===== src/rtl/spi_port.sv =====
module spi_port #(
  parameter int DW = 8
) (
  input  logic          clk,
  input  logic          rst_n,
  input  logic          enable,
  input  logic          master,
  input  logic          cpol,
  input  logic          cpha,
  input  logic          lsb_first,
  input  logic [1:0]    rate_sel,
  input  logic          miso_dir,
  input  logic          wr_en,
  input  logic [DW-1:0] wr_data,
  input  logic          stat_rd,
  input  logic          rd_en,
  output logic [DW-1:0] rx_data,
  output logic          done,
  output logic          busy,
  output logic          sck_o,
  output logic          sck_oe,
  input  logic          sck_i,
  output logic          mosi_o,
  output logic          mosi_oe,
  input  logic          mosi_i,
  output logic          miso_o,
  output logic          miso_oe,
  input  logic          miso_i,
  input  logic          ss_n_i
);
  localparam int EW = $clog2(2 * DW);
  localparam logic [EW-1:0] ELAST = EW'(2 * DW - 1);
  localparam int HW = 6;

  logic [DW-1:0] sh, rx_buf;
  logic [EW-1:0] ecnt;
  logic [HW-1:0] div_cnt, half_m1;
  logic          m_act, tgl, bitl, armed, sck_d;
  logic [1:0]    sck_sy, mosi_sy, ss_sy;

  function automatic logic [DW-1:0] shin(input logic [DW-1:0] v, input logic b, input logic lsb);
    return lsb ? {b, v[DW-1:1]} : {v[DW-2:0], b};
  endfunction

  always_comb begin
    case (rate_sel)
      2'd0:    half_m1 = HW'(1);
      2'd1:    half_m1 = HW'(7);
      2'd2:    half_m1 = HW'(31);
      default: half_m1 = HW'(63);
    endcase
  end

  wire ss_hi    = ss_sy[1];
  wire s_edge   = ~master & ~ss_hi & (sck_sy[1] ^ sck_d);
  wire m_edge   = master & m_act & (div_cnt == half_m1);
  wire e        = enable & (m_edge | s_edge);
  wire lead     = ~ecnt[0];
  wire samp_ev  = e & (lead ^ cpha);
  wire shift_ev = e & ~(lead ^ cpha) & ~(cpha & (ecnt == '0));
  wire last     = e & (ecnt == ELAST);
  wire din      = master ? miso_i : mosi_sy[1];
  wire out_bit  = lsb_first ? sh[0] : sh[DW-1];
  wire load     = enable & wr_en & ~busy;

  assign busy    = master ? m_act : (~ss_hi & (ecnt != '0));
  assign sck_o   = master ? (cpol ^ tgl) : cpol;
  assign sck_oe  = enable & master;
  assign mosi_o  = out_bit;
  assign mosi_oe = enable & master;
  assign miso_o  = out_bit;
  assign miso_oe = enable & ~master & ~ss_n_i & miso_dir;
  assign rx_data = rx_buf;

  always_ff @(posedge clk) begin
    if (!rst_n) begin
      sck_sy  <= '0;
      mosi_sy <= '0;
      ss_sy   <= '1;
      sck_d   <= 1'b0;
    end else begin
      sck_sy  <= {sck_sy[0], sck_i};
      mosi_sy <= {mosi_sy[0], mosi_i};
      ss_sy   <= {ss_sy[0], ss_n_i};
      sck_d   <= sck_sy[1];
    end
  end

  always_ff @(posedge clk) begin
    if (!rst_n) begin
      sh      <= '0;
      rx_buf  <= '0;
      ecnt    <= '0;
      div_cnt <= '0;
      m_act   <= 1'b0;
      tgl     <= 1'b0;
      bitl    <= 1'b0;
    end else if (!enable) begin
      ecnt    <= '0;
      div_cnt <= '0;
      m_act   <= 1'b0;
      tgl     <= 1'b0;
    end else if (load) begin
      sh <= wr_data;
      if (master) begin
        m_act   <= 1'b1;
        div_cnt <= '0;
        tgl     <= 1'b0;
        ecnt    <= '0;
      end
    end else begin
      if (m_act)    div_cnt <= m_edge ? '0 : div_cnt + 1'b1;
      if (m_edge)   tgl <= ~tgl;
      if (samp_ev)  bitl <= din;
      if (shift_ev) sh <= shin(sh, bitl, lsb_first);
      if (e)        ecnt <= last ? '0 : ecnt + 1'b1;
      if (last) begin
        rx_buf <= shin(sh, cpha ? din : bitl, lsb_first);
        m_act  <= 1'b0;
      end
      if (!master && ss_hi) ecnt <= '0;
    end
  end

  always_ff @(posedge clk) begin
    if (!rst_n) begin
      done  <= 1'b0;
      armed <= 1'b0;
    end else if (last) begin
      done  <= 1'b1;
      armed <= 1'b0;
    end else if (armed && (rd_en || wr_en)) begin
      done  <= 1'b0;
      armed <= 1'b0;
    end else if (stat_rd && done) begin
      armed <= 1'b1;
    end
  end
endmodule


===== config.mk =====
export PLATFORM = sky130hd
export DESIGN_NAME = spi_port
export DESIGN_NICKNAME = d
export VERILOG_FILES = /design/src/rtl/spi_port.sv
export SDC_FILE = /design/constraint.sdc
export NUM_CORES = 1
export LEC_CHECK = 0
export BUFFER_PORTS_ARGS = -buffer_cell sky130_fd_sc_hd__buf_4
export CORE_MARGIN = 2
export CORE_UTILIZATION = 49
export DETAILED_ROUTE_END_ITERATION = 8
export HOLD_SLACK_MARGIN = 0.08
export PLACE_DENSITY = 0.78
export REMOVE_ABC_BUFFERS = 1
export SLEW_MARGIN = 20
export SYNTH_ARGS = -nofsm -noshare
export SYNTH_HDL_FRONTEND = slang
export SYNTH_SLANG_ARGS = --single-unit

===== constraint.sdc =====
create_clock -name clk -period 2.4 [get_ports clk]
set_clock_uncertainty 0.1 [all_clocks]
set_input_delay 0.48 -clock clk [delete_from_list [all_inputs] [get_ports clk]]
set_output_delay 0.48 -clock clk [all_outputs]
set_load 0.01 [all_outputs]

* Yosys cells after proc, flatten, opt, wreduce, memory -nomap -nowiden *
Cells that the tools add are included.

word-level totals
  register bits after elaboration = 38
  input bits = 25
  output and inout bits = 16
  word-level logic and storage cells = 101

operators by class
  $add $sub $neg = 2
  equality and inequality tests = 5
  muxes and demuxes = 27
  bitwise operators = 31
  reductions and logical operators = 23

operator list
  cell                   count
  $mux W8                4
  $mux W6                4
  $mux W4                5
  $pmux W6 S3            1
  $and A1 B1 Y1          17
  $mux W1                13
  $reduce_and A2 Y1      6
  $not A1 Y1             10
  $reduce_bool A2 Y1     5
  $add A6 B1 Y6 const B  1
  $eq A6 B6 Y1           1
  $reduce_and A3 Y1      2
  $add A4 B1 Y4 const B  1
  $eq A4 B4 Y1 const B   1
  $logic_not A4 Y1       1
  $reduce_bool A4 Y1     1
  $logic_and A1 B1 Y1    3
  $reduce_bool A3 Y1     1
  $reduce_or A3 Y1       1
  $xor A1 B1 Y1          3
  $eq A2 B1 Y1 const B   1
  $eq A2 B2 Y1 const B   1
  $logic_not A2 Y1       1
  $ne A2 B2 Y1 const B   1
  other kinds (3)        3

* Logic depth before layout (Yosys ltp) *
Gate-level depths: netlist (run 1).

  depth in word-level cells = 11
  gate-level depth with buffers = 10

* Worst setup path after synthesis (run 1) *
OpenSTA, ideal clock, no wires.

  path kind = input to register
  start = input port enable
  end = register ecnt[3]
  library setup time = 0.075 ns
  data arrival time = 2.356 ns
  data required time = 2.225 ns
  setup slack = -0.131 ns
  cell stages on the path = 7
  path buffers = 1
  path through = buf_2 -> or3b_2 -> o221a_2 -> o311ai_0 -> nor2_1 -> or4_1 -> a31oi_1

between the ends
  longest elaborated chain between the ends = 6

RTL lines
  element                 line  RTL
  start: declaration      6     input logic enable,
  $and A1 B1 Y1           57    wire e = enable & (m_edge | s_edge);
  $and A1 B1 Y1           61    wire last = e & (ecnt == ELAST);
  $mux W4 (2 in a row)    116   if (e) ecnt <= last ? '0 : ecnt + 1'b1;
  $mux W4                 121   if (!master && ss_hi) ecnt <= '0;
  $mux W4                 103   end else if (load) begin
  end signal: assignment  116
  end: declaration        36    logic [EW-1:0] ecnt;

Several ways; a longest one is shown, not always the timed one. The select of a mux whose other input is x is not followed.
A chain may end at the register's enable or synchronous reset.

* Worst setup path after layout (run 1) *
  start = register div_cnt[1]
  end = register rx_buf[3], in the netlist rx_data[3]

between the ends
  longest elaborated chain between the ends = 6

RTL lines
  element                             line  RTL
  start: declaration                  37    logic [HW-1:0] div_cnt, half_m1;
  start signal: assignment            112   if (m_act) div_cnt <= m_edge ? '0 : div_cnt + 1'b1;
  $eq A6 B6 Y1                        56    wire m_edge = master & m_act & (div_cnt == half_m1);
  $and A1 B1 Y1                       56
  $or A1 B1 Y1                        57
  $and A1 B1 Y1                       57
  $and A1 B1 Y1                       61
  $reduce_and A3 Y1 (no source line)  n/a
  end signal: assignment              118   rx_buf <= shin(sh, cpha ? din : bitl, lsb_first);
  end: declaration                    35    logic [DW-1:0] sh, rx_buf;

Every way passes these cells.

==> results of run 1 <==
-- sequential cells by signal (all words and copies together) (netlist names) --
signal   flops
done         1
rx_data      8
armed        1
sck_sy       2
m_act        1
sck_d        1
div_cnt      6
sh           8
bitl         1
ss_sy        2
mosi_sy      2
tgl          1
ecnt         4
-- cell type report --
cell class                 count  area [um^2]  area share (%)
multi-input combinational    178         1224           45.15
sequential                    38        762.0           28.12
timing repair buffer          71        540.5           19.94
clock buffer                   6        82.58           3.047
tap                           50        62.56           2.308
inverter                       7        26.28          0.9695
clock inverter                 2        12.51          0.4617
-- report_power, final --
| group | internal (W) | switching, W |
|---|---|---|
| Combinational | 0.0000822 | 0.0000858 |
| Sequential | 0.000643 | 0.00000860 |
| Clock | 0.000231 | 0.000231 |
-- stage by stage --
stage          std cells  utilization, %
6_report             352           67.75
2_1_floorplan        223               -
4_1_cts              349           65.91
3_5_place_dp         341           62.81
3_3_place_gp         341           62.81
5_1_grt              352           67.75
-- cell families (layout without fill, tap and decap cells) --
group           count (synthesis)  after routing  share of synthesized area [%]
compound gates                 57             57                          21.22
xor+xnor                        5              5                          2.160
fa+ha+maj                       3              3                          1.851
buf+inv                        19             86                          5.675
flops                          38             38                          37.51
mux                             9              9                          4.565
simple gates                  104            104                          27.02
-- routing by layer --
layer  share of wire, %  up-vias  global-route usage (%)
met4                1.4        0                   8.500
met5                  0        -                       0
met1                 47      895                   32.08
met3                5.1        7                   3.454
li1                   -      980                       -
met2                 47       47                   36.17
-- worst paths after layout --
| path | startpoint | endpoint | slack [ps] | cells past startpoint |
|---|---|---|---|---|
| max | div_cnt[1] | rx_data[3] | -40 | 7 |
| min | ss_n_i | ss_sy[0] | 280 | 2 |
| max reg2reg | div_cnt[1] | rx_data[3] | -40 | 7 |
| min reg2reg | ss_sy[0] | ss_sy[1] | 310 | 1 |
-- cell usage after synthesis (2+ instances only) --
library cell,number
ha_1,3
nor3_2,2
nand2_1,30
o221ai_1,8
o21ai_0,4
a21oi_1,19
o211a_1,2
xnor2_1,3
or3b_2,2
a31oi_1,5
o211ai_1,2
nor2b_1,3
a211oi_2,6
a211oi_1,2
nand3_1,6
mux2_2,2
xor2_1,2
buf_4,3
nand3b_1,3
inv_1,6
or3_1,2
clkbuf_1,5
nor3_1,4
or4_1,3
a221o_1,2
buf_6,2
or2_2,3
dfxtp_1,38
nor2_1,20
and3_1,2
nand2b_1,11
mux2i_1,7
and2_1,6
-- critical path, stage by stage (launching register included) --
cell and delay (ps):
dfxtp_2 320, or4_1 510, a221o_1 330, a221o_1 380
nor3_4 290, buf_6 180, nor2_1 50, a211oi_2 180
-- what timing repair did --
action | CTS | global route
resized for setup | 7 | 11
buffers inserted | 0 | 3
hold buffers | 0 | 0
pin swaps | 5 | 7
setup endpoints to repair | 15 | 25
==> qor.yml, run 1 <==
synth_cell_types: 50
nets: 329
netlist_area_um2: 2028
synthCells: 235
area_growth_pct: 33.62
violations: "negative setup slack"
pre_cts_ws_ps: -305.2
ys_seq_area_share_pct: 37.51
vias: 1929
cts_sinks: 38
grt_pass1_wl_mm: 8.024
grt_use_total_pct: 23.09
cts_buffers: 5
setup_tns_ps: -163.6
path_clk_slew_ps: 70
wire_per_inst_um: 14.02
yosys_warnings: 0
io_pins: 41
antennaDiodeCount: 0
cp_max_fo: 9
dieArea_um2: 4670
setup_viol: 9
ys_seq_elements: 38
drc: 0
fillers: 321
grt_max_degree: 18
timing.final.ws_setup_ps: -35.75
cts-htree-levels: 2
drv_slew: 0
ir_worst_vdd_mv: 0.4155
drtPass1Iterations: 4
worstSetupStartpointType: "flop"
worstSetupPathType: "reg2reg"
final_common_cell: "buf_4"
syn_area_per_cell_um2: 8.631
period_needed_ps: 2436
gr-total-overflow: 0
place_area_um2: 2512
cts_buffer_depth: 2
crit_arrival_ps: 2540
cts_tree: "built"
period_share_pct: 101.5
tightest_slew_ps: 559.5
ant_nets: 0
drtIter0Drc: 194
num_rows: 23
finalHoldViolations: 0
cp.required_ps: 2500
max-cap-violations: 0
io_buffers: 40
die_w_um: 68.34
layout_common_cells: "buf_4 (69), dfxtp_1 (37), nand2_1 (30)"
synth.area.top_cells: "dfxtp_1 (38%), nand2_1 (5.6%), a21oi_1 (4.7%), a211oi_2 (3.7%), nor2_1 (3.7%)"
power.total_w: 0.001281
relSlewSlack_pct: 62.47
via_per_inst: 5.480
leakagePower_nw: 1.083
wl_mm: 4.935
drive_gt1_share_pct: 35.43
core_area_um2: 4000
synth-edff-count: 0
rsz0062_at_grt: "true"
initial_core_util_pct: 50.70
hold_class: "in2reg"
outcome: "complete, but fails checks"
powerDensity_nw_per_um2: 472.6
place_congestion: 0.8405
whs_ps: 283.1
grt_pass1_vias: 1717
synth_flop_cell: "dfxtp_1"
final_area_um2: 2710
yosys.area.top_type_share_pct: 37.51
end_kind: "flop"
synth_async_sr_flop_share_pct: 0
insertion_delay_ps: 290
dp_hpwl_mm: 3.617
max_clock_freq_mhz: 410.6
die-height_um: 68.34
synth_area_leader_cell: "dfxtp_1"
antenna_found_initial: 0
root_buffer: "clkbuf_8"
Note: power is estimated with default switching activity, not from simulation.
==> run 2, diff against run 1 <==
--- a/config.mk
+++ b/config.mk
@@ -10,7 +10,7 @@
 export CORE_UTILIZATION = 49
 export DETAILED_ROUTE_END_ITERATION = 8
 export HOLD_SLACK_MARGIN = 0.08
-export PLACE_DENSITY = 0.78
+export PLACE_DENSITY_LB_ADDON = 0.15
 export REMOVE_ABC_BUFFERS = 1
 export SLEW_MARGIN = 20
 export SYNTH_ARGS = -nofsm -noshare
==> run 2 against run 1 <==
Net effect: the run still ends with negative setup slack left; die area is the same; final area about the same; via count shrank 0.83%; clock power increased by 17%; critical endpoint is now rx_data[2]; total power grew 5.9%; global-route usage is 0.53 points lower; largest cell class unchanged; worst hold slack lost 3.5 ps; critical path depth stayed put; final cell count rose by 0.85%.
==> qor.yml, run 2 (same netlist as run 1, synthesis figures left out) <==
outcome: "complete, but fails checks"
violations: "negative setup slack"
grt_pass1_wl_mm: 7.921
path_cells: "or4_1 -> a221o_1 -> a221o_1 -> nor3_4 -> buf_6 -> nor2_1 -> a211oi_2"
r2r-start: "div_cnt[2]"
pre_cts_ws_ps: -346.0
power.total_w: 0.001356
hold_buffers: 0
min_from: "ss_n_i"
antennaDiodeCount: 0
wire_per_inst_um: 13.72
insertion_delay_ps: 300
grt_use_total_pct: 22.56
drtIter0Drc: 100
timing.final.ws_setup_ps: -48.56
period_share_pct: 102.0
worstSetupStartpointType: "flop"
multi_input_area_um2: 1189
dieArea_um2: 4670
drv_slew: 0
place_area_um2: 2497
placedCellCount: 339
fillers: 365
core_area_um2: 4000
relSlewSlack_pct: 71.71
grt_max_degree: 13
cts_buffer_depth: 2
crit_arrival_ps: 2570
setup_tns_ps: -304.5
finalHoldViolations: 0
final_common_cell: "buf_4"
cts_sinks: 38
hold_class: "in2reg"
max_clock_freq_mhz: 408.4
num_rows: 23
rsz0062_at_grt: "true"
ir_worst_vdd_mv: 0.3442
tightest_slew_ps: 422.0
gr-total-overflow: 0
cpPeakStageDelay_ps: 500
final_area_um2: 2713
wl_mm: 4.870
cpMaxStageDelayCell: "or4_1"
io_pins: 41
io_buffers: 40
cts-htree-levels: 2
leakagePower_nw: 1.105
cp.required_ps: 2520
ant_nets: 0
period_needed_ps: 2449
drive_gt1_share_pct: 34.75
vias: 1913
die_w_um: 68.34
grt_pass1_vias: 1787
powerDensity_nw_per_um2: 499.8
antenna_found_initial: 0
seq_area_um2: 762.0
cp-startpoint: "div_cnt[2]"
end_kind: "flop"
die-height_um: 68.34
root_buffer: "clkbuf_8"
drc: 0
initial_core_util_pct: 50.70
cp_common_cell: "a221o_1"
instances_no_fill: 355
setup_viol: 16
cp_max_fo: 8
layout_common_cells: "buf_4 (71), dfxtp_1 (37), nand2_1 (30)"
drtPass1Iterations: 4
dp_hpwl_mm: 3.466
nets: 332
cts_buffers: 5
via_per_inst: 5.389
worstSetupPathType: "reg2reg"
path_clk_slew_ps: 80
max-cap-violations: 0
cts_tree: "built"
place_congestion: 0.8102
area_growth_pct: 33.74
-- run 2: final timing paths --
check	depth (start not counted)	slack (ps)	to
setup / recovery	7	-50	rx_data[2]
setup reg to reg	7	-50	rx_data[2]
hold reg to reg	1	330	ss_sy[1]
hold / removal	2	280	ss_sy[0]
-- run 2: area by class of cell --
class | instances | area share (%)
Timing Repair Buffer | 74 | 20.89
Inverter | 7 | 0.9686
Sequential cell | 38 | 28.09
Multi-Input combinational cell | 178 | 43.82
Clock buffer | 7 | 2.814
Clock inverter | 1 | 1.107
Tap cell | 50 | 2.306
-- run 2: repair_timing --
item | in CTS | in global routing
buffers inserted | 4 | 4
pin swaps | 9 | 9
setup endpoints to repair | 18 | 26
gates resized for setup | 7 | 6
-- run 2: through the flow --
stage | hold slack, ps | util (%)
after floorplan | 286.3 | -
after global placement | 289.4 | 62.43
after detailed placement | 317.2 | 62.43
after CTS | 278.8 | 66.59
after global routing | 287.8 | 67.81
final | 279.6 | 67.81
-- run 2: worst max-delay path, delay by kind of cell, from the launching register on --
| family | cells | cell delay, ps |
|---|---|---|
| buf+inv | 1 | 170 |
| flops | 1 | 320 |
| simple gates | 3 | 810 |
| compound gates | 3 | 970 |
-- run 2: routing by layer --
metal | up-vias | global-route usage (%) | part of all wire, %
met1 | 876 | 29.42 | 47
met4 | 0 | 8.500 | 1.2
li1 | 984 | - | -
met5 | - | 0 | 0
met2 | 46 | 36.89 | 48
met3 | 7 | 4.112 | 4.2
-- run 2: where the power goes --
group / leakage, nW / total, W / switching [W] / internal, W
sequential: 0.309 / 0.000651 / 0.00000864 / 0.000643
combinational: 0.744 / 0.000164 / 0.0000810 / 0.0000827
clock: 0.0524 / 0.000541 / 0.000229 / 0.000311
==> run 3, diff against run 2 <==
--- a/config.mk
+++ b/config.mk
@@ -6,8 +6,10 @@
 export NUM_CORES = 1
 export LEC_CHECK = 0
 export BUFFER_PORTS_ARGS = -buffer_cell sky130_fd_sc_hd__buf_4
+export CELL_PAD_IN_SITES_DETAIL_PLACEMENT = 1
+export CELL_PAD_IN_SITES_GLOBAL_PLACEMENT = 1
 export CORE_MARGIN = 2
-export CORE_UTILIZATION = 49
+export CORE_UTILIZATION = 36
 export DETAILED_ROUTE_END_ITERATION = 8
 export HOLD_SLACK_MARGIN = 0.08
 export PLACE_DENSITY_LB_ADDON = 0.15
==> run 3 against run 2 <==
Net effect: the flow now finishes without violations; core utilization fell by 16 points; routed wire length rose by 18%; sequential power barely moved; global-route usage fell by 3.1 points; register-to-register slack improved by 70 ps; final cell count rose by 6.2%; count of clock-buffer cells in the layout fell by 1; worst setup slack improved by 69 ps; critical endpoint is now rx_data[4]; largest cell class unchanged; highest routed layer unchanged.
==> qor.yml, run 3 (same netlist as run 1, synthesis figures left out) <==
drv_slew: 0
grt_use_total_pct: 19.48
via_per_inst: 5.260
max-cap-violations: 0
placedCellCount: 360
ant_nets: 0
dieArea_um2: 6250
cts-htree-levels: 2
period_needed_ps: 2379
num_rows: 27
hold_path_depth: 2
grt_pass1_wl_mm: 9.439
fillers: 650
path_clk_slew_ps: 80
setup_tns_ps: 0
drive_gt1_share_pct: 39.02
period_share_pct: 99.14
die_w_um: 79.06
vias: 1983
tightest_slew_ps: 463.5
layout_common_cells: "buf_4 (70), dfxtp_1 (37), nand2_1 (30)"
insertion_delay_ps: 300
wl_mm: 5.769
area_growth_pct: 40.22
cts_tree: "built"
end_kind: "flop"
rr_worst_depth: 7
max_clock_freq_mhz: 420.3
gr-total-overflow: 0
pre_cts_ws_ps: -331.3
final_area_um2: 2844
hold_class: "in2reg"
dp_hpwl_mm: 4.123
grt_pass1_vias: 1987
relSlewSlack_pct: 68.93
ir_worst_vdd_mv: 0.3232
antenna_found_initial: 0
cp_max_fo: 7
root_buffer: "clkbuf_8"
timing.final.ws_setup_ps: 20.55
cts_sinks: 38
power.total_w: 0.001506
nets: 332
cts_buffer_depth: 2
place_area_um2: 2517
final_common_cell: "buf_4"
initial_core_util_pct: 37.06
rsz0062_at_grt: "true"
instances_no_fill: 377
crit_arrival_ps: 2510
drtPass1Iterations: 4
die-height_um: 79.06
core_area_um2: 5473
worstSetupStartpointType: "flop"
wire_per_inst_um: 15.30
drtIter0Drc: 63
grt_max_degree: 17
io_buffers: 40
place_congestion: 0.7729
cts_buffers: 5
leakagePower_nw: 1.144
outcome: "completed"
cp.required_ps: 2530
setup_viol: 0
antennaDiodeCount: 0
finalHoldViolations: 0
powerDensity_nw_per_um2: 529.7
worstSetupPathType: "reg2reg"
io_pins: 41
drc: 0
run 3: changes by cell type in the layout (fill, tap and decap cells not counted), sizes merged:
cell and change:
bufinv +1, clkbuf -1
run 3: repair_timing:
item / 4_1_cts / 5_1_grt
hold buffers: 0 / 0
pin swaps: 8 / 4
gates cloned: 1 / 0
endpoints found under the setup margin: 22 / 20
buffers inserted: 5 / 4
gates resized for setup: 14 / 16
run 3: cell type report:
cell class | instances | area (um^2) | area share [%]
multi-input combinational | 178 | 1252 | 44.04
sequential | 38 | 762.0 | 26.79
timing repair buffer | 74 | 570.5 | 20.06
tap | 72 | 90.09 | 3.168
clock buffer | 6 | 82.58 | 2.904
clock inverter | 2 | 60.06 | 2.112
inverter | 7 | 26.28 | 0.9239
run 3: routing by layer:
metal,GRT usage (%),wire length (um)
met1,25.46,2686
met2,31.86,2788
met3,4.091,211
met4,6.724,82
met5,0,0
run 3: critical path, cell delays in order (launching register included):
cell and delay [ps]:
dfxtp_2 320, or4_4 500, a221o_1 350, a221o_1 390, nor3_4 200, buf_6 210
nor2_4 40, a211oi_2 190
run 3: power by group:
group | internal (W) | switching (W)
clock network | 0.000443 | 0.000239
logic | 0.0000838 | 0.0000883
registers | 0.000643 | 0.00000900
total | 0.00117 | 0.000337
run 3: worst paths after layout:
check | startpoint | endpoint | slack, ps
setup / recovery | div_cnt[2] | rx_data[4] | 20
hold / removal | ss_n_i | ss_sy[0] | 280
setup reg to reg | div_cnt[2] | rx_data[4] | 20
hold reg to reg | ss_sy[0] | ss_sy[1] | 320
run 3: through the flow:
| stage | utilization [%] | hold WS (ps) |
|---|---|---|
| floorplan | - | 286.3 |
| global route | 51.97 | 273.7 |
| finish | 51.97 | 277.9 |
| global placement | 46.00 | 288.4 |
| CTS | 50.34 | 277.4 |
| detailed placement | 46.00 | 294.4 |
